===== src/rtl/hrp_pkg.sv =====
package hrp_pkg;
    localparam int PTR_W = 5;
    localparam int DW    = 8;

    typedef logic [PTR_W-1:0] ridx_t;

    // register numbers whose role the port logic decodes
    localparam ridx_t REG_CNT_HI = 5'd18;
    localparam ridx_t REG_CAUSE  = 5'd23;
    localparam ridx_t REG_CMD    = 5'd24;
    localparam ridx_t REG_DATA   = 5'd25;

    typedef enum logic [1:0] {
        ST_IDLE,
        ST_LATCH,
        ST_RUN
    } ctl_state_e;
endpackage


===== src/rtl/hrp_ptr.sv =====
module hrp_ptr
    import hrp_pkg::*;
(
    input  logic  clk,
    input  logic  rst_n,
    input  logic  load,
    input  ridx_t load_val,
    input  logic  step,
    output ridx_t ptr
);
    always_ff @(posedge clk) begin
        if (!rst_n)    ptr <= '0;
        else if (load) ptr <= load_val;
        else if (step) ptr <= ptr + 1'b1;
    end

    AST_PTR_STEP: assert property (@(posedge clk) disable iff (!rst_n)
        step && !load |=> ptr == $past(ptr) + 1'b1);
endmodule


===== src/rtl/hrp_regbank.sv =====
module hrp_regbank
    import hrp_pkg::*;
#(
    parameter int NREG      = 26,
    parameter int CNT_BYTES = 3
) (
    input  logic                    clk,
    input  logic                    rst_n,
    input  logic                    wr_en,
    input  ridx_t                   wr_idx,
    input  logic [DW-1:0]           wr_val,
    input  logic                    cmd_ld,
    input  ridx_t                   rd_idx,
    output logic [DW-1:0]           rd_val,
    output logic [DW-1:0]           cmd_q,
    output logic [CNT_BYTES*DW-1:0] count
);
    logic [DW-1:0] mem [NREG];

    for (genvar i = 0; i < NREG; i++) begin : g_reg
        if (i == int'(REG_CMD)) begin : g_cmd
            always_ff @(posedge clk) begin
                if (!rst_n)      mem[i] <= '0;
                else if (cmd_ld) mem[i] <= wr_val;
            end
        end else begin : g_plain
            always_ff @(posedge clk) begin
                if (!rst_n) mem[i] <= '0;
                else if (wr_en && wr_idx == ridx_t'(i)) mem[i] <= wr_val;
            end
        end
    end

    always_comb begin
        rd_val = '0;
        for (int i = 0; i < NREG; i++)
            if (rd_idx == ridx_t'(i)) rd_val = mem[i];
    end

    for (genvar k = 0; k < CNT_BYTES; k++) begin : g_cnt
        assign count[(CNT_BYTES-1-k)*DW +: DW] = mem[int'(REG_CNT_HI) + k];
    end

    assign cmd_q = mem[int'(REG_CMD)];
endmodule


===== src/rtl/hrp_ctrl.sv =====
module hrp_ctrl
    import hrp_pkg::*;
#(
    parameter int CIP_CYCLES = 4
) (
    input  logic clk,
    input  logic rst_n,
    input  logic cmd_wr,
    input  logic done,
    input  logic stat_rd,
    input  logic par_set,
    output logic accept,
    output logic busy,
    output logic cip,
    output logic lci,
    output logic irq_q,
    output logic perr,
    output logic start_q
);
    localparam int CW = $clog2(CIP_CYCLES + 1);

    ctl_state_e    state, state_nx;
    logic [CW-1:0] cnt;

    // outputs decoded from the state
    always_comb begin
        busy   = (state != ST_IDLE);
        cip    = (state == ST_LATCH);
        accept = cmd_wr && !cip;
    end

    always_comb begin
        state_nx = state;
        unique case (state)
            ST_IDLE:  if (accept) state_nx = ST_LATCH;
            ST_LATCH: if (done) state_nx = ST_IDLE;
                      else if (cnt == '0) state_nx = ST_RUN;
            ST_RUN:   if (accept) state_nx = ST_LATCH;
                      else if (done) state_nx = ST_IDLE;
            default:  state_nx = ST_IDLE;
        endcase
    end

    always_ff @(posedge clk) begin
        if (!rst_n) state <= ST_IDLE;
        else        state <= state_nx;
    end

    always_ff @(posedge clk) begin
        if (!rst_n) begin
            cnt <= '0; lci <= 1'b0; irq_q <= 1'b0; perr <= 1'b0; start_q <= 1'b0;
        end else begin
            start_q <= accept;
            if (accept) cnt <= CW'(CIP_CYCLES - 1);
            else if (cip && cnt != '0) cnt <= cnt - 1'b1;
            if (accept) lci <= 1'b0;
            else if (cmd_wr) lci <= 1'b1;
            if (done && busy) irq_q <= 1'b1;
            else if (stat_rd) irq_q <= 1'b0;
            if (par_set) perr <= 1'b1;
            else if (stat_rd) perr <= 1'b0;
        end
    end

    // checker: consecutive cycles in progress
    logic [CW:0] cip_age;
    always_ff @(posedge clk) begin
        if (!rst_n)   cip_age <= '0;
        else if (cip) cip_age <= cip_age + 1'b1;
        else          cip_age <= '0;
    end

    AST_ACCEPT_LATCH: assert property (@(posedge clk) disable iff (!rst_n)
        accept |=> cip && busy && start_q);
    AST_CIP_WINDOW: assert property (@(posedge clk) disable iff (!rst_n)
        cip |-> cip_age < (CW+1)'(CIP_CYCLES));
    AST_BLOCKED_FLAG: assert property (@(posedge clk) disable iff (!rst_n)
        cmd_wr && cip |=> lci);
    AST_RUN_CLEARS_LCI: assert property (@(posedge clk) disable iff (!rst_n)
        cmd_wr && busy && !cip |=> !lci && cip);
    AST_DONE_IDLE: assert property (@(posedge clk) disable iff (!rst_n)
        done && busy && !accept |=> !busy && irq_q);
    AST_DONE_QUIET: assert property (@(posedge clk) disable iff (!rst_n)
        done && !busy && !cmd_wr && !stat_rd |=> !busy && $stable(irq_q));
endmodule


===== src/rtl/hrp_port.sv =====
module hrp_port
    import hrp_pkg::*;
#(
    parameter int NREG       = 26,
    parameter int CNT_BYTES  = 3,
    parameter int CIP_CYCLES = 4
) (
    input  logic                    clk,
    input  logic                    rst_n,
    input  logic                    host_addr,
    input  logic                    host_wr,
    input  logic                    host_rd,
    input  logic [7:0]              host_wdata,
    output logic [7:0]              host_rdata,
    input  logic                    eng_done,
    input  logic                    eng_parity_err,
    input  logic                    eng_buf_ready,
    output logic                    cmd_start,
    output logic [7:0]              cmd_byte,
    output logic [CNT_BYTES*8-1:0]  xfer_count,
    output logic                    irq
);
    localparam ridx_t LAST_REG = ridx_t'(NREG - 1);

    ridx_t         ptr;
    logic [DW-1:0] rd_val;
    logic          data_acc, in_map, is_cmd, is_dat, reg_open;
    logic          cmd_wr, bank_wr, stat_rd;
    logic          accept, busy, cip, lci, perr;
    logic [DW-1:0] aux;

    always_comb begin
        data_acc = host_addr && (host_rd || host_wr);
        in_map   = ptr <= LAST_REG;
        is_cmd   = ptr == REG_CMD;
        is_dat   = ptr == REG_DATA;
        reg_open = !busy || is_dat || (is_cmd && !cip);
        cmd_wr   = data_acc && host_wr && is_cmd;
        bank_wr  = data_acc && host_wr && in_map && !is_cmd && reg_open;
        stat_rd  = data_acc && host_rd && !host_wr && ptr == REG_CAUSE && reg_open;
        aux      = {irq, lci, busy, cip, 2'b00, perr, eng_buf_ready};
        if (!host_addr)              host_rdata = aux;
        else if (in_map && reg_open) host_rdata = rd_val;
        else                         host_rdata = '0;
    end

    hrp_ptr u_ptr (
        .clk      (clk),
        .rst_n    (rst_n),
        .load     (host_wr && !host_addr),
        .load_val (host_wdata[PTR_W-1:0]),
        .step     (data_acc),
        .ptr      (ptr)
    );

    hrp_regbank #(.NREG(NREG), .CNT_BYTES(CNT_BYTES)) u_bank (
        .clk    (clk),
        .rst_n  (rst_n),
        .wr_en  (bank_wr),
        .wr_idx (ptr),
        .wr_val (host_wdata),
        .cmd_ld (accept),
        .rd_idx (ptr),
        .rd_val (rd_val),
        .cmd_q  (cmd_byte),
        .count  (xfer_count)
    );

    hrp_ctrl #(.CIP_CYCLES(CIP_CYCLES)) u_ctrl (
        .clk     (clk),
        .rst_n   (rst_n),
        .cmd_wr  (cmd_wr),
        .done    (eng_done),
        .stat_rd (stat_rd),
        .par_set (eng_parity_err),
        .accept  (accept),
        .busy    (busy),
        .cip     (cip),
        .lci     (lci),
        .irq_q   (irq),
        .perr    (perr),
        .start_q (cmd_start)
    );

    AST_AUX_RESERVED: assert property (@(posedge clk) disable iff (!rst_n)
        host_rd && !host_addr |-> host_rdata[3:2] == 2'b00);
    AST_LOCKED_ZERO: assert property (@(posedge clk) disable iff (!rst_n)
        host_rd && host_addr && busy && !is_dat && !is_cmd |-> host_rdata == 8'h00);
    AST_CMD_HELD: assert property (@(posedge clk) disable iff (!rst_n)
        cip |=> $stable(cmd_byte));
    AST_HIGH_ZERO: assert property (@(posedge clk) disable iff (!rst_n)
        host_rd && host_addr && !in_map |-> host_rdata == 8'h00);
endmodule


===== config.mk =====
export PLATFORM = sky130hd
export DESIGN_NAME = hrp_port
export DESIGN_NICKNAME = d
export VERILOG_FILES = /design/src/rtl/hrp_pkg.sv /design/src/rtl/hrp_ptr.sv /design/src/rtl/hrp_regbank.sv /design/src/rtl/hrp_ctrl.sv /design/src/rtl/hrp_port.sv
export SDC_FILE = /design/constraint.sdc
export NUM_CORES = 1
export LEC_CHECK = 0
export BUFFER_PORTS_ARGS = -buffer_cell sky130_fd_sc_hd__buf_4
export CORE_MARGIN = 3
export CORE_UTILIZATION = 50
export CTS_CLUSTER_DIAMETER = 120
export CTS_CLUSTER_SIZE = 20
export DETAILED_ROUTE_END_ITERATION = 10
export GPL_TIMING_DRIVEN = 0
export PLACE_DENSITY = 0.64
export SLEW_MARGIN = 20
export SYNTH_ARGS = -nofsm -noshare
export SYNTH_HDL_FRONTEND = slang
export SYNTH_HIERARCHICAL = 1
export SYNTH_SLANG_ARGS = --single-unit

===== constraint.sdc =====
create_clock -name clk -period 4.58 [get_ports clk]
set_clock_uncertainty 0.2 [all_clocks]
set_input_delay 0.687 -clock clk [delete_from_list [all_inputs] [get_ports clk]]
set_output_delay 0.687 -clock clk [all_outputs]
set_load 0.01 [all_outputs]

==> metrics.md <==
| Metric | Value |
|---|---|
| Pwr Density | 335 mW/mm² |
| Share of the synthesized area in the top cell type | 54.1% |
| H-tree Lvls | 1 |
| Layout Nets | 1100 |
| Final Routed Wirelength | 40.2 mm |
| DRT iter0 DRCs | 1110 |
| Global route overflow | 0 |
| Min Tclk post-route | 4.47 ns |
| Die footprint | 0.0250 mm² |
| DP Area | 0.0123 mm² |
| Largest net degree at the start of global routing | 22 |
| Post-route cell area | 0.0128 mm² |
| Slew margin rel. | 26.3% |
| Arrival @ worst endpoint | 3.58 ns |
| # setup viols final | 0 |
| CTS root buffer | clkbuf_16 |
| Worst hold stages | 2 |
| Final Util | a little under three fifths |
| Worst slack, placed | 0.105 ns |
| Commonest non-fill, non-tap cell in the layout | edfxtp_1 |
| Post-Synth XOR/XNOR Area | 0.303% |
| Post-Synth Simple-Gate Area | 21.2% |
| Worst vdd ir | 0.000334 V |
| Commonest cells after routing, fill and taps aside | edfxtp_1, and2_1, buf_4, nor2_1, o21ai_0 |
| Period utilization | 97.5% |
| Hold Slack | roughly 0.18 ns |
| IO buf count | 57 |
| Synthesized flop and latch total | about 220 |
| Total of warnings raised by yosys | 6 |
| Fmax | about 220 MHz |
| Vias | 8757 |
| Static leakage | 4.71 nW |
| Cells after Synth | 1006 |
| Main combinational cell family by area after synthesis | simple AND/OR/NAND/NOR gates |
| Pins Over Slew Limit | 0 |
| Clock sink total | 222 |
| Number of distinct library cells after synthesis | 83 |
| Bufs on Longest Clock Path | 3 |
| DR vias/cell | 6.41 |
| TritonRoute pass-1 iters | 5 |
| WL/cell | 29.4 µm |
| Mux cell area share after synthesis | 4.54% |
| Core area | 0.0223 mm² |
| Remaining DRCs | 0 |
| # diodes | 0 |
| Hold Vio Cnt, Final | 0 |
| Worst r2r src | u_ptr/ptr[2] |
| Vias in the first global route | 8512 |
| Antenna violations before repair | 0 |
| Post-synthesis sequential area ratio | 56.5% |
| Routed Antenna Nets | 0 |
| Startpoint Class | register |
| FP Rows | 54 |
| CP endpoint | host_rdata[0] |
| TNS Setup | 0 ns |
| Synthesized area | 0.0116 mm² |
| CP startpoint | u_ptr/ptr[2] |
| Avg Cell Area, Syn | 11.5 µm² |
| CTS buffer count | 15 |
| Synth area leader | edfxtp_1 |
| I/O pin total | 58 |
| FF-to-FF End | u_bank/mem[0][45] |
| Reg2reg setup slack | around 0.4 ns |
| Clock transition at path regs | 0.09 ns |
| Hold-fix buffers, CTS | 0 |
| Placed cells | between 1000 and 1500 |
| Die X | 158 µm |
| TritonCTS clock tree | done |
| Crit end category | primary output |
| Worst path required time | 3.69 ns |
| EDFF count, synth | 208 |
| Die H | 158 µm |
| DP HPWL | 29.0 mm |
| RD Place Congestion | 1.05 |
| Non-filler cells, final | 1366 |
| Area delta synth->final | 10.7% |
| RSZ-0062 raised after global routing | no |
| Share of layout cells above drive strength 1 | 16.9% |
| Dominant synthesized flop cell | edfxtp_1 |
| GRT Total Usage | 32.4% |
| Adder-cell share of the synthesized area | less than 1% |
| Setup ws final | 0.112 ns |
| Post-synthesis compound-gate area fraction | 11.8% |
| Clk Latency, worst-skew pair | 0.49 ns |
| Critical path fanouts, max | 20 |
| Max_cap viols | 0 |
| Post-Syn Nets | a little over 1000 |
| Post-CTS Setup Repair Bufs | 0 |
| Run status | finished, final reports clean |
| Initial core utilization | between 50% and 60% |
| Worst-margin pin slew | 1.09 ns |
| First-pass GRT wire length | 58.0 mm |
| Ys async rst share | 0% |
| Reg2Reg Depth | 6 |
| Setup CP Type | reg2out |
| Power, Total | around 4.3 mW |
| Hold WC Path Type | in2reg |
| Most area-consuming cells after synthesis | edfxtp_1, and2_1, mux2i_1 |
## final cells by class
class	instances	area [µm²]
Timing Repair Buffer	58	435
Fill cell	1914	9510
Inverter	17	68.8
Clock inverter	2	28.8
Clock buffer	20	394
Buffer	90	549
Multi-Input combinational cell	677	4430
Tap cell	280	350
Sequential cell	222	6530
## report_power, final
group / internal, mW / total, mW / leakage (nW) / switching (mW)
sequential: 2.29 / 2.33 / 2.27 / 0.0478
combinational: 0.209 / 0.656 / 2.23 / 0.447
clock: 0.620 / 1.30 / 0.205 / 0.679
total: 3.11 / 4.29 / 4.71 / 1.17
## worst min path at each step
stage / startpoint / endpoint / slack (ns)
2_1_floorplan: u_ctrl/cnt[1] / u_ctrl/cnt[1] / 0.25
3_3_place_gp: u_ctrl/cnt[1] / u_ctrl/cnt[1] / 0.26
3_5_place_dp: u_ctrl/cnt[1] / u_ctrl/cnt[1] / 0.27
4_1_cts: eng_done / u_ctrl/state[1] / 0.16
5_1_grt: eng_done / u_ctrl/state[1] / 0.16
6_report: eng_done / u_ctrl/state[1] / 0.18
## flip-flops by register name, summed over array words and instances (netlist names)
name and flops:
u_bank/mem 208, u_ptr/ptr 5, u_ctrl/cnt 3, u_ctrl/state 2, u_ctrl/irq_q 1, u_ctrl/lci 1
u_ctrl/perr 1, u_ctrl/start_q 1
## kinds of logic after synthesis
family          count (synthesis)
simple gates                  422
compound gates                203
fa+ha+maj                       3
buf+inv                       107
flops                         222
xor+xnor                        4
mux                            45
## synthesized netlist by cell type (all sizes together) (4+ instances only)
cell type  instances
nor2              68
a211oi             6
and2             206
nor3              18
mux2               9
mux4               5
or2                4
a22oi              8
clkbuf            25
o22ai             11
a21oi             38
or3                4
o311ai             4
o221ai             4
and3              11
nand4              9
a221oi            10
dfxtp             14
nand3             16
inv               17
nand2             34
nand2b            17
mux2i             31
a31oi              5
a22o               9
o211ai             8
buf               65
o31ai              7
o21ai             64
nor2b             15
nand3b             5
edfxtp           208
## layer usage
layer  GRT usage [%]  up-vias  part of all wire [%]
met3            7.11       85                    11
li1                -     3798                     -
met2            47.9      557                    43
met4            9.75        0                   3.3
met1            48.1     4317                    42
met5               0        -                     0
## worst max-delay path, cell delays in order (launching register included)
cell and delay, ns:
dfxtp_2 0.70, buf_4 0.32, buf_4 0.25, buf_2 0.32
nor2_1 0.10, nor4_1 0.53, o31ai_1 0.24, a31oi_1 0.33
a22o_1 0.18, buf_4 0.11
## what timing repair did
item | in CTS | in global routing
gates resized for setup | 3 | 2
hold endpoints to repair | 0 | 0
setup endpoints to repair | 5 | 2
Note: power is estimated with default switching activity, not from simulation.
